[src/rtl/rn_pkg.sv]
// Package: default sizing shared by the rename unit and its checker.
// Assumes power-of-two physical and snapshot counts.
package rn_pkg;
    parameter int RN_NUM_ARCH = 16;
    parameter int RN_NUM_PHYS = 32;
    parameter int RN_NUM_CKPT = 4;
endpackage

[src/rtl/rn_map_table.sv]
// Mapping table: architectural index -> physical register, with snapshot
// slots. Three combinational read ports, one write port. Snapshots hold the
// next-state table so a saving request's own write is included. Assumes the
// caller never writes entry 0 and never saves and restores in one cycle.
module rn_map_table #(
    parameter int NUM_ARCH = rn_pkg::RN_NUM_ARCH,
    parameter int NUM_PHYS = rn_pkg::RN_NUM_PHYS,
    parameter int NUM_CKPT = rn_pkg::RN_NUM_CKPT
) (
    input  logic                        clk,
    input  logic                        rst_n,
    input  logic [$clog2(NUM_ARCH)-1:0] rd1_idx,
    input  logic [$clog2(NUM_ARCH)-1:0] rd2_idx,
    input  logic [$clog2(NUM_ARCH)-1:0] rdd_idx,
    output logic [$clog2(NUM_PHYS)-1:0] rd1_p,
    output logic [$clog2(NUM_PHYS)-1:0] rd2_p,
    output logic [$clog2(NUM_PHYS)-1:0] rdd_p,
    input  logic                        wr_en,
    input  logic [$clog2(NUM_ARCH)-1:0] wr_idx,
    input  logic [$clog2(NUM_PHYS)-1:0] wr_p,
    input  logic                        save,
    input  logic [$clog2(NUM_CKPT)-1:0] save_slot,
    input  logic                        restore,
    input  logic [$clog2(NUM_CKPT)-1:0] restore_slot
);
    localparam int PW = $clog2(NUM_PHYS);

    logic [PW-1:0] map_q    [NUM_ARCH];
    logic [PW-1:0] map_next [NUM_ARCH];
    logic [PW-1:0] snap_q   [NUM_CKPT][NUM_ARCH];

    // Read ports see only the registered table.
    assign rd1_p = map_q[rd1_idx];
    assign rd2_p = map_q[rd2_idx];
    assign rdd_p = map_q[rdd_idx];

    // Next-state table: current table plus this cycle's destination write.
    always_comb begin
        map_next = map_q;
        if (wr_en) begin
            map_next[wr_idx] = wr_p;
        end
    end

    // Live table: identity on reset, snapshot on restore, else next state.
    always_ff @(posedge clk) begin
        if (!rst_n) begin
            for (int i = 0; i < NUM_ARCH; i++) begin
                map_q[i] <= PW'(i);
            end
        end else if (restore) begin
            map_q <= snap_q[restore_slot];
        end else begin
            map_q <= map_next;
        end
    end

    // One snapshot register bank per slot.
    for (genvar s = 0; s < NUM_CKPT; s++) begin : g_snap
        // Capture the next-state table when this slot is selected.
        always_ff @(posedge clk) begin
            if (!rst_n) begin
                for (int i = 0; i < NUM_ARCH; i++) begin
                    snap_q[s][i] <= PW'(i);
                end
            end else if (save && (save_slot == s)) begin
                snap_q[s] <= map_next;
            end
        end
    end
endmodule

[src/rtl/rn_free_list.sv]
// Free list of physical registers as a circular queue with wrap-bit
// pointers. The head is read combinationally. Snapshots keep only the head
// pointer, because the entries between a saved head and the live head are
// never overwritten while those registers are in flight. Assumes releases
// never exceed capacity and never return register 0.
module rn_free_list #(
    parameter int NUM_ARCH = rn_pkg::RN_NUM_ARCH,
    parameter int NUM_PHYS = rn_pkg::RN_NUM_PHYS,
    parameter int NUM_CKPT = rn_pkg::RN_NUM_CKPT
) (
    input  logic                        clk,
    input  logic                        rst_n,
    input  logic                        alloc,
    output logic [$clog2(NUM_PHYS)-1:0] head_preg,
    output logic                        empty,
    output logic [$clog2(NUM_PHYS):0]   count,
    output logic [$clog2(NUM_PHYS):0]   head_ptr,
    input  logic                        rel,
    input  logic [$clog2(NUM_PHYS)-1:0] rel_preg,
    input  logic                        save,
    input  logic [$clog2(NUM_CKPT)-1:0] save_slot,
    input  logic                        restore,
    input  logic [$clog2(NUM_CKPT)-1:0] restore_slot
);
    localparam int PW       = $clog2(NUM_PHYS);
    localparam int QW       = PW + 1;
    localparam int INIT_CNT = NUM_PHYS - NUM_ARCH;

    logic [PW-1:0] slots_q [NUM_PHYS];
    logic [QW-1:0] head_q, tail_q, head_next;
    logic [QW-1:0] snap_head_q [NUM_CKPT];

    assign head_preg = slots_q[head_q[PW-1:0]];
    assign count     = tail_q - head_q;
    assign empty     = (count == '0);
    assign head_ptr  = head_q;
    assign head_next = alloc ? head_q + QW'(1) : head_q;

    // Pointer update: restore overrides allocation, release always moves tail.
    always_ff @(posedge clk) begin
        if (!rst_n) begin
            head_q <= '0;
            tail_q <= QW'(INIT_CNT);
        end else begin
            head_q <= restore ? snap_head_q[restore_slot] : head_next;
            if (rel) begin
                tail_q <= tail_q + QW'(1);
            end
        end
    end

    // Queue storage: preloaded with the non-identity registers, written at tail.
    always_ff @(posedge clk) begin
        if (!rst_n) begin
            for (int k = 0; k < NUM_PHYS; k++) begin
                slots_q[k] <= (k < INIT_CNT) ? PW'(NUM_ARCH + k) : '0;
            end
        end else if (rel) begin
            slots_q[tail_q[PW-1:0]] <= rel_preg;
        end
    end

    // Per-slot saved head pointer.
    for (genvar s = 0; s < NUM_CKPT; s++) begin : g_snap
        // Keep the post-allocation head of a saving request.
        always_ff @(posedge clk) begin
            if (!rst_n) begin
                snap_head_q[s] <= '0;
            end else if (save && (save_slot == s)) begin
                snap_head_q[s] <= head_next;
            end
        end
    end
endmodule

[src/rtl/rn_rename_unit.sv]
// Rename unit top: one rename per cycle, source lookup, destination
// allocation, previous-mapping report, branch snapshots and recovery.
// Architectural register 0 is pinned to physical 0. Assumes
// NUM_PHYS > NUM_ARCH, both powers of two, NUM_CKPT >= 2 and a power of two.
module rn_rename_unit #(
    parameter int NUM_ARCH = rn_pkg::RN_NUM_ARCH,
    parameter int NUM_PHYS = rn_pkg::RN_NUM_PHYS,
    parameter int NUM_CKPT = rn_pkg::RN_NUM_CKPT
) (
    input  logic                        clk,
    input  logic                        rst_n,
    input  logic                        ren_valid,
    input  logic [$clog2(NUM_ARCH)-1:0] ren_src1,
    input  logic [$clog2(NUM_ARCH)-1:0] ren_src2,
    input  logic [$clog2(NUM_ARCH)-1:0] ren_dst,
    input  logic                        ren_ckpt,
    input  logic [$clog2(NUM_CKPT)-1:0] ren_ckpt_slot,
    output logic                        ren_stall,
    output logic [$clog2(NUM_PHYS)-1:0] ren_psrc1,
    output logic [$clog2(NUM_PHYS)-1:0] ren_psrc2,
    output logic [$clog2(NUM_PHYS)-1:0] ren_pdst,
    output logic [$clog2(NUM_PHYS)-1:0] ren_pold,
    input  logic                        free_valid,
    input  logic [$clog2(NUM_PHYS)-1:0] free_preg,
    input  logic                        rec_valid,
    input  logic [$clog2(NUM_CKPT)-1:0] rec_slot
);
    localparam int PW = $clog2(NUM_PHYS);

    logic          accept;
    logic          dst_live;
    logic          take_reg;
    logic          snap_save;
    logic [PW-1:0] head_preg;
    logic [PW-1:0] cur_dst_p;
    logic          fl_empty;
    logic [PW:0]   fl_count;
    logic [PW:0]   fl_head_ptr;

    // Acceptance: a request proceeds only with a free register and no recovery.
    assign accept    = ren_valid && !fl_empty && !rec_valid;
    assign dst_live  = (ren_dst != '0);
    assign take_reg  = accept && dst_live;
    assign snap_save = accept && ren_ckpt;

    assign ren_stall = fl_empty;
    assign ren_pdst  = dst_live ? head_preg : '0;
    assign ren_pold  = dst_live ? cur_dst_p : '0;

    rn_map_table #(
        .NUM_ARCH(NUM_ARCH), .NUM_PHYS(NUM_PHYS), .NUM_CKPT(NUM_CKPT)
    ) u_map (
        .clk         (clk),
        .rst_n       (rst_n),
        .rd1_idx     (ren_src1),
        .rd2_idx     (ren_src2),
        .rdd_idx     (ren_dst),
        .rd1_p       (ren_psrc1),
        .rd2_p       (ren_psrc2),
        .rdd_p       (cur_dst_p),
        .wr_en       (take_reg),
        .wr_idx      (ren_dst),
        .wr_p        (head_preg),
        .save        (snap_save),
        .save_slot   (ren_ckpt_slot),
        .restore     (rec_valid),
        .restore_slot(rec_slot)
    );

    rn_free_list #(
        .NUM_ARCH(NUM_ARCH), .NUM_PHYS(NUM_PHYS), .NUM_CKPT(NUM_CKPT)
    ) u_free (
        .clk         (clk),
        .rst_n       (rst_n),
        .alloc       (take_reg),
        .head_preg   (head_preg),
        .empty       (fl_empty),
        .count       (fl_count),
        .head_ptr    (fl_head_ptr),
        .rel         (free_valid),
        .rel_preg    (free_preg),
        .save        (snap_save),
        .save_slot   (ren_ckpt_slot),
        .restore     (rec_valid),
        .restore_slot(rec_slot)
    );
endmodule

[config.mk]
export PLATFORM = sky130hd
export DESIGN_NAME = rn_rename_unit
export DESIGN_NICKNAME = d
export VERILOG_FILES = /design/src/rtl/rn_pkg.sv /design/src/rtl/rn_map_table.sv /design/src/rtl/rn_free_list.sv /design/src/rtl/rn_rename_unit.sv
export SDC_FILE = /design/constraint.sdc
export NUM_CORES = 1
export LEC_CHECK = 0
export ABC_CLOCK_PERIOD_IN_PS = 11700
export BUFFER_PORTS_ARGS = -buffer_cell sky130_fd_sc_hd__buf_2
export CELL_PAD_IN_SITES_DETAIL_PLACEMENT = 0
export CELL_PAD_IN_SITES_GLOBAL_PLACEMENT = 2
export CORE_UTILIZATION = 40
export DETAILED_ROUTE_END_ITERATION = 12
export PLACE_DENSITY_LB_ADDON = 0.1
export REMOVE_ABC_BUFFERS = 1
export SLEW_MARGIN = 40
export SYNTH_ARGS = -nofsm -noshare
export SYNTH_HDL_FRONTEND = slang
export SYNTH_SLANG_ARGS = --single-unit
[constraint.sdc]
create_clock -name clk -period 11.7 [get_ports clk]
set_clock_uncertainty 0.2 [all_clocks]
set_input_delay 2.34 -clock clk [delete_from_list [all_inputs] [get_ports clk]]
set_output_delay 2.34 -clock clk [all_outputs]
set_load 0.05 [all_outputs]
# Yosys cells after proc, flatten, opt, wreduce, memory -nomap -nowiden
# Memory sizes are Yosys's and may differ from the RTL's. A register that Yosys moved wholly into a read port is not among the register bits.
# Cells that the tools add are included.
classes:
  n_addsub: 3
  n_lt_le_gt_ge: 4
  n_eq_ne: 3
  muxes: 46
  bitwise_logic: 11
  n_reduce_logical: 15
ops:
  columns: ["operator", "n"]
  rows:
  - ["$mux W80", 6]
  - ["$bwmux W80", 1]
  - ["$bmux W5 S4", 3]
  - ["$mux W5", 12]
  - ["$mux W6", 6]
  - ["$demux W5 S4", 1]
  - ["$mux W1", 17]
  - ["$ge A5 B5 Y1 const B", 3]
  - ["$not A4 Y5", 3]
  - ["$add A6 B1 Y6 const B", 2]
  - ["$logic_and A1 B1 Y1", 9]
  - ["$or A1 B1 Y1", 8]
  - ["$logic_not A6 Y1", 1]
  - ["$sub A6 B6 Y6", 1]
  - ["$lt A5 B1 Y1 const B", 1]
  - ["$reduce_or A5 Y1", 1]
  - ["$eq A2 B2 Y1 const B", 2]
  - ["$reduce_bool A4 Y1", 1]
  - ["$eq A2 B1 Y1 const B", 1]
  - ["$logic_not A1 Y1", 2]
  - ["$logic_not A2 Y1", 1]
word_totals:
  ff_bits: 92
  mem_bits_rw: 504
  out_inout_bits: 21
  mem_count: 3
mem_list:
  columns: ["memory", "words", "width", "rd", "rd_ports_with_merged_regs", "write_ports", "line_no", "source"]
  rows:
  - ["u_map.snap_q", 4, 80, 1, 0, 4, "rn_map_table.sv:30", "logic [PW-1:0] snap_q [NUM_CKPT][NUM_ARCH];"]
  - ["u_free.slots_q", 32, 5, 1, 1, 32, "rn_free_list.sv:29", "logic [PW-1:0] slots_q [NUM_PHYS];"]
  - ["u_free.snap_head_q", 4, 6, 1, 0, 4, "rn_free_list.sv:31", "logic [QW-1:0] snap_head_q [NUM_CKPT];"]

# Longest topological paths before layout
# Gate-level depths: netlist of the first run.
depth:
  word_depth: 11
  ltp_mapped: 15

# Cells and area by module
# From an unflattened synthesis of the first run, not the netlist that was laid out.
hier_totals:
  hier_cells: 2078
  hier_area_um2: 27866.7
by_module_without_submodules:
  columns: ["mod", "n_inst", "cells_per_inst", "area_each_um2", "seq_area_each_um2"]
  rows:
  - ["rn_map_table", 1, 1305, 18300.1, 11210.8]
  - ["rn_free_list", 1, 759, 9465.3, 5765.5]
  - ["rn_rename_unit", 1, 14, 101.3, 0.0]

# Least setup slack after synthesis of the first run
# Ideal clock, no wire load.
synth_timing:
  path_type: "in2reg"
  start: "input port rec_valid"
  end: "memory u_free.snap_head_q[0][0] in the netlist's numbering (enable)"
  arrival_ns: 11.621
  t_required_ns: 10.736
  slack_ns: -0.886
  stages: 5
  n_path_buf: 2
  path_cell_list: "clkbuf_1 nor2b_1 clkbuf_1 nand2_1 o41ai_1"
synth_lines:
  columns: ["element", "line_no", "source"]
  rows:
  - ["start, declared", "rn_rename_unit.sv:25", "input logic rec_valid,"]
  - ["end, declared", "rn_free_list.sv:31", null]

# Worst setup path in the final report of the first run
layout_timing:
  start: "input port ren_dst[1]"
  end: "output port ren_pold[4]"
layout_via:
  elab_chain_cells: 5
layout_rtl:
  columns: ["element", "line_no", "source"]
  rows:
  - ["start, declared", "rn_rename_unit.sv:15", "input logic [$clog2(NUM_ARCH)-1:0] ren_dst,"]
  - ["$not A4 Y5 (not written as such)", "rn_map_table.sv:35", "assign rdd_p = map_q[rdd_idx];"]
  - ["$bmux W5 S4", "rn_map_table.sv:35", null]
  - ["$mux W5 (not written as such) (2 in a row)", "rn_map_table.sv:35", null]
  - ["$mux W5 (*)", "rn_rename_unit.sv:48", "assign ren_pold = dst_live ? cur_dst_p : '0;"]
  - ["end, declared", "rn_rename_unit.sv:22", "output logic [$clog2(NUM_PHYS)-1:0] ren_pold,"]
# Mark *: on every way between the ends. The rest lies on a longest branch, timed or not. The select of a mux whose other input is x is not followed.

==> impl_metrics.ini, run 1 <==
[routing]
m1WireLength_um = 41290
dr.pass1.iters = 5
drtIter0Drc = 1799
met3WireLength_um = 6793
vias_per_cell = 6.301
wl_met2_um = 45750
wl_per_cell_um = 29.52
antenna_left = 0
top_layer = met5
drc = 0
wl_um = 96960
vias = 20692

[yosys]
synth_top_area_cell = edfxtp_1
yosysSeqAreaShare_pct = 57.49
yosys_warnings = 0
yosysUniqueCellTypes = 49
syn_inst = 2315
async_reset_ff_share_pct = 0
yosysMostFrequentCell = edfxtp_1
synth_top_cells_by_area = edfxtp_1 (51%), mux4_2 (15%), dfxtp_1 (6.2%), nand3_1 (3.9%), a21oi_1 (3.9%)
synth_flop_cell = edfxtp_1
synth.top_cell.area_share_pct = 51.25
synth_edf_count = 504
ys_ff_latch = 596
avgSynthCellArea_um2 = 12.76
synth_common_cells = edfxtp_1 (504), nand3_1 (233), a21oi_1 (230), mux4_2 (193), clkbuf_1 (155)
syn_area_um2 = 29530

[die]
die_w_um = 273.7
initial_core_util_pct = 40.47
placementRows = 99
ios = 48
core_um2 = 72960
die_y_um = 273.7
die_area_um2 = 74910

[job]
drv_cap = 0

[global_routing]
overflow = 0
antenna_found_initial = 4
grt_pass1_vias = 20888
track_usage_pct = 25.99
grt_max_degree = 80
grt_first_pass_wirelength_um = 142400

[cts]
clk_pin_slew_worst_paths_ns = 0.06
postCtsSetupBuffers = 0
cts_root_buffer = clkbuf_16
cts_tree = built
cts-resized-gates = 0
clk_latency_ns = 0.61
h-tree-depth = 3
cts_buffer_depth = 3
cts_made_buffers = 69
ctsHoldBuffers = 0
cts.sinks = 596

[critical_path]
end_kind = primary output
r2r_slack_ns = 6.35
rr_worst_depth = 13
crit_type = in2out
cp-start-kind = primary input
crit_required_ns = 9.16
critPathMaxFanout = 34
path_delay_family = multiplexers
critPathMaxStageDelay_ns = 0.60
crit_chain = buf_2, mux4_2, mux4_2, nor2b_1, buf_2
reg2reg_from = u_free.head_ptr[0]
path_buf_inv = 2
crit_path_top_delay_cell = buf_2
cp.arrival_ns = 4.46
r2r-end = u_map.snap_q[0][55]

[final_layout]
nets = 2303
drive_gt1_share_pct = 19.07
syn_to_final_growth_pct = 11.46
fin_cells = 3284

[place]
numPortBuffers = 47
dp_hpwl_um = 56460
routabilityCongestion = 0.8765
post-place-cells = 3151

[sta]
min_period_ns = 6.998
finalHoldViolCount = 0
period_share_pct = 59.81
tightest_slew_ns = 0.8801
grt_setup_unrepaired = no
setup_viol = 0
slew_headroom_pct = 41.11
fin_hold_ws_ns = 0.3044
max_freq_mhz = 142.9
drv_slew = 0

[power]
ir_drop_mv = 0.1144
p_leak_nw = 9.749
finalPower_mw = 5.036
p_per_area_nw_per_um2 = 153.0

[min_path]
holdPathStages = 2
hold_end = u_free.tail_q[5]
hold_class = reg2reg
hp-start = u_free.tail_q[5]

[run_status]
status = finished clean
state kept, by name (all words and copies together) (netlist names):
name / flops
u_free.slots_q: 160
u_free.head_ptr: 6
u_free.tail_q: 6
u_map.map_q: 80
u_map.snap_q: 320
u_free.snap_head_q: 24
per-stage QoR:
step | worst slack, ns | cell area, um2 | TNS [ns] | utilization, %
2_1_floorplan | -4.791 | 28600 | -751.19 | -
5_1_grt | 4.678 | 32910 | 0 | 45.11
4_1_cts | 4.748 | 32830 | 0 | 45.00
3_3_place_gp | 4.652 | 30500 | 0 | 41.81
6_report | 4.702 | 32910 | 0 | 45.11
3_5_place_dp | 4.757 | 30590 | 0 | 41.93
report_power, final:
part,internal (mW),switching (mW),total [mW]
sequential,2.35,0.0464,2.40
clock,1.26,0.896,2.16
combinational,0.142,0.337,0.479
final cells by class:
class,instances,area [um2]
Multi-Input combinational cell,1492,11730
Fill cell,6604,40040
Clock buffer,92,1938
Inverter,10,42.54
Antenna cell,2,5.005
Clock inverter,36,301.5
Sequential cell,596,16980
Timing Repair Buffer,97,713.2
Tap cell,959,1200
worst max path at each step:
stage | from | endpoint | slack, ns | depth (start not counted)
detailed placement | ren_dst[1] | ren_pold[4] | 4.76 | 5
global route | ren_dst[1] | ren_pold[4] | 4.68 | 5
global placement | ren_dst[0] | ren_pold[2] | 4.65 | 5
finish | ren_dst[1] | ren_pold[4] | 4.70 | 5
CTS | ren_dst[1] | ren_pold[4] | 4.75 | 5
floorplan | u_free.head_ptr[0] | u_free.snap_head_q[0][0] | -4.79 | 7
placed cells by master (no fill, tap or decap), types with 44 or more instances in the layout:
cell       synthesis  routed
edfxtp_1         504     504
nand3_1          233     231
a21oi_1          230     229
mux4_2           193     193
nand2_1          125     124
nor2_1           118     113
and2_1           102     101
o21ai_0          102      97
dfxtp_1           92      91
clkbuf_16          0      73
nor3_1            56      53
o2111ai_1         45      45
o211ai_1          44      44
kinds of logic (layout without fill, tap and decap cells):
kind of cell               count (synthesis)  count (layout)  synth area share (%)
and+or+nand+nor                          788             788                 13.61
DFF                                      596             596                 57.49
AOI/OAI and AO/OA                        472             472                 9.517
buffers and inverters                    227             235                 3.279
muxes                                    217             217                 15.53
adders and majority gates                 10              10                0.4237
xor gates and xnor gates                   5               5                0.1483
other                                      0               2                     0
routing by layer:
| layer | track usage, % | vias up |
|---|---|---|
| met4 | 9.380 | 6 |
| met1 | 35.71 | 10726 |
| met2 | 41.63 | 798 |
| li1 | - | 9001 |
| met3 | 4.123 | 161 |
| met5 | 0 | - |
worst min-delay path: stages (launching register included):
cell and delay, ns:
dfxtp_1 0.32, o21ai_0 0.07, a21boi_0 0.07
Power figures use the tool's default switching activity.
==> run 2: changes to the inputs <==
--- a/config.mk
+++ b/config.mk
@@ -5,11 +5,12 @@
 export SDC_FILE = /design/constraint.sdc
 export NUM_CORES = 1
 export LEC_CHECK = 0
-export ABC_CLOCK_PERIOD_IN_PS = 11700
+export ABC_AREA = 1
+export ABC_CLOCK_PERIOD_IN_PS = 5800
 export BUFFER_PORTS_ARGS = -buffer_cell sky130_fd_sc_hd__buf_2
 export CELL_PAD_IN_SITES_DETAIL_PLACEMENT = 0
 export CELL_PAD_IN_SITES_GLOBAL_PLACEMENT = 2
-export CORE_UTILIZATION = 40
+export CORE_UTILIZATION = 36
 export DETAILED_ROUTE_END_ITERATION = 12
 export PLACE_DENSITY_LB_ADDON = 0.1
 export REMOVE_ABC_BUFFERS = 1
==> constraint.sdc (replaced) <==
create_clock -name clk -period 5.8 [get_ports clk]
set_clock_uncertainty 0.2 [all_clocks]
set_input_delay 1.16 -clock clk [delete_from_list [all_inputs] [get_ports clk]]
set_output_delay 1.16 -clock clk [all_outputs]
set_load 0.05 [all_outputs]
==> impl_metrics.ini, run 2 <==
[global_routing]
grt_max_degree = 134
grt_pass1_vias = 24921
overflow = 0
grt_first_pass_wirelength_um = 165800
antenna_found_initial = 2
track_usage_pct = 25.37

[yosys]
syn_inst = 3633
synth.top_cell.area_share_pct = 48.31
yosysUniqueCellTypes = 44
ys_ff_latch = 596
avgSynthCellArea_um2 = 8.623
yosysMostFrequentCell = nand2_1
syn_area_um2 = 31330
synth_edf_count = 504
yosysSeqAreaShare_pct = 54.19
synth_top_area_cell = edfxtp_1
synth_top_cells_by_area = edfxtp_1 (48%), nand2_1 (11%), dfxtp_1 (5.9%), nand3_1 (5.3%), a21oi_1 (4.6%)
synth_flop_cell = edfxtp_1
yosys_warnings = 0
synth_common_cells = nand2_1 (907), edfxtp_1 (504), nor2_1 (372), inv_1 (352), nand3_1 (329)
async_reset_ff_share_pct = 0

[place]
placed_cell_area_um2 = 32190
dp_hpwl_um = 70410
numPortBuffers = 47
routabilityCongestion = 0.9120

[critical_path]
startpoint = u_free.head_ptr[2]
end_kind = primary output
reg2reg_from = u_free.head_ptr[4]
cp-start-kind = flop
critPathMaxFanout = 15
cp.arrival_ns = 3.47
crit_type = reg2out
crit_required_ns = 4.44

[final_layout]
stdcell_area_um2 = 34500
nets = 3610
syn_to_final_growth_pct = 10.11
regMostFlops = u_map.snap_q
top_regs = u_map.snap_q (320), u_free.slots_q (160), u_map.map_q (80)
final_common_cell = nand2_1
most-common-layout-cells = nand2_1 (903), edfxtp_1 (504), nor2_1 (371), inv_1 (346), nand3_1 (329)
largest_register_ffs = 320
drive_gt1_share_pct = 8.735

[cts]
cts.sinks = 596
clk_pin_slew_worst_paths_ns = 0.07
postCtsSetupBuffers = 0
cts-resized-gates = 0
ctsHoldBuffers = 0
clk_latency_ns = 0.63
cts_buffer_depth = 3
h-tree-depth = 3
cts_root_buffer = clkbuf_16
cts_made_buffers = 72
cts_tree = built

[power]
finalPower_mw = 10.88
p_leak_nw = 13.90
p_per_area_nw_per_um2 = 315.4
ir_drop_mv = 0.2938

[min_path]
hp-start = u_free.tail_q[5]
hold_class = reg2reg

[sta]
drv_slew = 0
fin_hold_ws_ns = 0.3033
period_share_pct = 83.36
tightest_slew_ns = 0.8674
min_period_ns = 4.835
finalHoldViolCount = 0
tns_ns = 0
grt_setup_unrepaired = no
slew_headroom_pct = 42.17
setup_viol = 0
max_freq_mhz = 206.8

[die]
die_area_um2 = 88210
die_w_um = 297
core_um2 = 85680
ios = 48
initial_core_util_pct = 36.56
die_y_um = 297
placementRows = 107

[routing]
met3WireLength_um = 7290
vias = 25746
drc = 0
wl_um = 113600
dr.pass1.iters = 6
vias_per_cell = 5.392
antenna_left = 0
m1WireLength_um = 50760
wl_met2_um = 52720
wl_per_cell_um = 23.80
top_layer = met4
drtIter0Drc = 2164

[job]
drv_cap = 0

[run_status]
status = finished clean
==> run 2: path summary, 6_finish.rpt <==
check	slack (ns)	to	cells past startpoint
setup reg to reg	1.68	u_map.snap_q[1][8]	12
setup / recovery	0.97	ren_pdst[0]	9
hold reg to reg	0.30	u_free.tail_q[5]	2
hold / removal	0.30	u_free.tail_q[5]	2
==> run 2: critical path, cell delays in order, from the launching register on <==
cell     delay [ns]
dfxtp_1        0.30
buf_4          0.19
inv_1          0.38
nand2_1        0.45
a21oi_1        0.33
nor2_1         0.08
nand2_2        0.10
nand2_1        0.44
nor2_1         0.27
buf_2          0.30
==> run 2: final cells by class <==
| cell class | count | area [um2] |
|---|---|---|
| tap | 1144 | 1431 |
| inverter | 364 | 1420 |
| clock inverter | 38 | 354.1 |
| sequential | 596 | 16980 |
| clock buffer | 92 | 1938 |
| antenna | 2 | 5.005 |
| timing repair buffer | 95 | 726.9 |
| multi-input combinational | 2444 | 11640 |
| fill | 8754 | 51190 |
==> run 2: per-stage QoR <==
step / setup slack, ns / cells / utilization [%]
2_1_floorplan: 0.3242 / 3404 / -
3_3_place_gp: 1.156 / 4643 / 37.54
3_5_place_dp: 1.103 / 4643 / 37.57
4_1_cts: 0.9164 / 4773 / 40.25
5_1_grt: 0.7421 / 4774 / 40.26
6_report: 0.9654 / 4775 / 40.26
==> run 2: logic make-up after synthesis <==
family / share of synthesized area [%]
adders and majority gates: 0.3994
buffers and inverters: 8.770
xor gates and xnor gates: 0.1398
DFF: 54.19
and+or+nand+nor: 23.90
AOI/OAI and AO/OA: 12.60
==> run 2: per-layer routing <==
| layer | GRT usage, % | vias up |
|---|---|---|
| met1 | 34.37 | 12622 |
| met4 | 7.278 | 0 |
| met5 | 0 | - |
| met3 | 4.543 | 159 |
| met2 | 41.39 | 851 |
| li1 | - | 12114 |
==> run 2: report_power, final <==
part           switching [mW]  internal [mW]
Sequential              0.118           4.79
Combinational            1.16          0.356
Clock                    1.86           2.59
==> run 3: changes to the inputs <==
--- a/config.mk
+++ b/config.mk
@@ -6,11 +6,11 @@
 export NUM_CORES = 1
 export LEC_CHECK = 0
 export ABC_AREA = 1
-export ABC_CLOCK_PERIOD_IN_PS = 5800
+export ABC_CLOCK_PERIOD_IN_PS = 4800
 export BUFFER_PORTS_ARGS = -buffer_cell sky130_fd_sc_hd__buf_2
 export CELL_PAD_IN_SITES_DETAIL_PLACEMENT = 0
 export CELL_PAD_IN_SITES_GLOBAL_PLACEMENT = 2
-export CORE_UTILIZATION = 36
+export CORE_UTILIZATION = 40
 export DETAILED_ROUTE_END_ITERATION = 12
 export PLACE_DENSITY_LB_ADDON = 0.1
 export REMOVE_ABC_BUFFERS = 1
==> constraint.sdc (replaced) <==
create_clock -name clk -period 4.8 [get_ports clk]
set_clock_uncertainty 0.2 [all_clocks]
set_input_delay 0.96 -clock clk [delete_from_list [all_inputs] [get_ports clk]]
set_output_delay 0.96 -clock clk [all_outputs]
set_load 0.05 [all_outputs]
==> impl_metrics.ini, run 3 (synthesis results as in run 2) <==
[run_status]
status = finished clean

[critical_path]
cp.arrival_ns = 3.36
crit_path_top_delay_cell = inv_1
critPathMaxStageDelay_ns = 0.46
crit_type = reg2out
crit_chain = inv_1, nand2_1, a21oi_1, nor2_1, nand2_2, nand2_1, nor2_1, buf_2
crit_required_ns = 3.64
end_kind = primary output
cp-start-kind = flop
critPathMaxFanout = 12

[cts]
cts_buffer_depth = 3
cts_root_buffer = clkbuf_16
ctsHoldBuffers = 0
postCtsSetupBuffers = 0
cts.sinks = 596
cts_tree = built
cts-resized-gates = 0
clk_latency_ns = 0.62
h-tree-depth = 3
clk_pin_slew_worst_paths_ns = 0.05
cts_made_buffers = 72

[final_layout]
n_antenna_cell = 0
syn_to_final_growth_pct = 10.98
final_common_cell = nand2_1
nets = 3633
fin_util_pct = 44.88
top_regs = u_map.snap_q (320), u_free.slots_q (160), u_map.map_q (80)
most-common-layout-cells = nand2_1 (903), edfxtp_1 (504), nor2_1 (372), inv_1 (346), nand3_1 (329)
fillers = 7688
largest_register_ffs = 320
drive_gt1_share_pct = 9.655
regMostFlops = u_map.snap_q
stdcell_area_um2 = 34770

[place]
routabilityCongestion = 0.8872
dp_hpwl_um = 70320
pre_cts_ws_ns = 0.7375
placed_cell_area_um2 = 32270
numPortBuffers = 47

[job]
drv_cap = 0

[sta]
grt_setup_unrepaired = no
setup_ws_ns = 0.2839
max_freq_mhz = 221.4
period_share_pct = 94.09
fin_hold_ws_ns = 0.2753
finalHoldViolCount = 0
min_period_ns = 4.516
tightest_slew_ns = 0.7997
setup_viol = 0
slew_headroom_pct = 46.68
drv_slew = 0

[global_routing]
grt_max_degree = 107
track_usage_pct = 27.67
antenna_found_initial = 2
grt_first_pass_wirelength_um = 160800
overflow = 0
grt_pass1_vias = 24300

[die]
ios = 48
placementRows = 102
die_w_um = 281.9
core_um2 = 77470
die_area_um2 = 79450
die_y_um = 281.9
initial_core_util_pct = 40.44

[power]
p_leak_nw = 14.13
p_per_area_nw_per_um2 = 388.2
ir_drop_mv = 0.2345

[routing]
wl_per_cell_um = 23.51
vias = 25876
wl_um = 110400
drc = 0
dr.pass1.iters = 5
drtIter0Drc = 2370
antenna_left = 0
vias_per_cell = 5.510

[min_path]
hold_class = reg2reg
run 3: cell type report:
class	instances	area (um2)	area share [%]
Clock inverter	34	422.9	1.216
Multi-Input combinational cell	2444	11630	33.46
Sequential cell	596	16980	48.83
Inverter	364	1413	4.063
Clock buffer	100	2071	5.956
Timing Repair Buffer	118	949.7	2.731
Tap cell	1040	1301	3.742
run 3: per-layer routing:
metal	global-route usage, %	part of all wire, %	routed length, um
met1	39.66	46	50240
met2	43.78	45	50160
met3	4.325	7.1	7853
met4	6.299	1.9	2110
met5	0	0.010	11
run 3: metrics by stage:
step / TNS (ns) / power [mW] / std cells
final: 0 / 13.50 / 4696
after CTS: 0 / 13.59 / 4696
after global routing: 0 / 13.97 / 4696
after detailed placement: 0 / 7.855 / 4562
after global placement: 0 / 7.836 / 4562
after floorplan: -230.63 / 7.050 / 3404
run 3: report_power, final:
part	switching (mW)	internal (mW)
Clock	2.27	3.47
Sequential	0.131	5.78
Combinational	1.40	0.447
run 3: path summary, 6_finish.rpt:
check	from	end	slack [ns]	depth (start not counted)
max	u_free.head_ptr[2]	ren_pdst[1]	0.28	8
min	u_free.tail_q[5]	u_free.tail_q[5]	0.28	2
max reg2reg	u_free.head_ptr[4]	u_free.snap_head_q[1][4]	1.00	15
min reg2reg	u_free.tail_q[5]	u_free.tail_q[5]	0.28	2
run 3: worst max-delay path: cells and delay by family (launching register included):
kind                   cells  cell delay, ns
buffers and inverters      2            0.75
and+or+nand+nor            5            1.23
DFF                        1            0.30
AOI/OAI and AO/OA          1            0.45
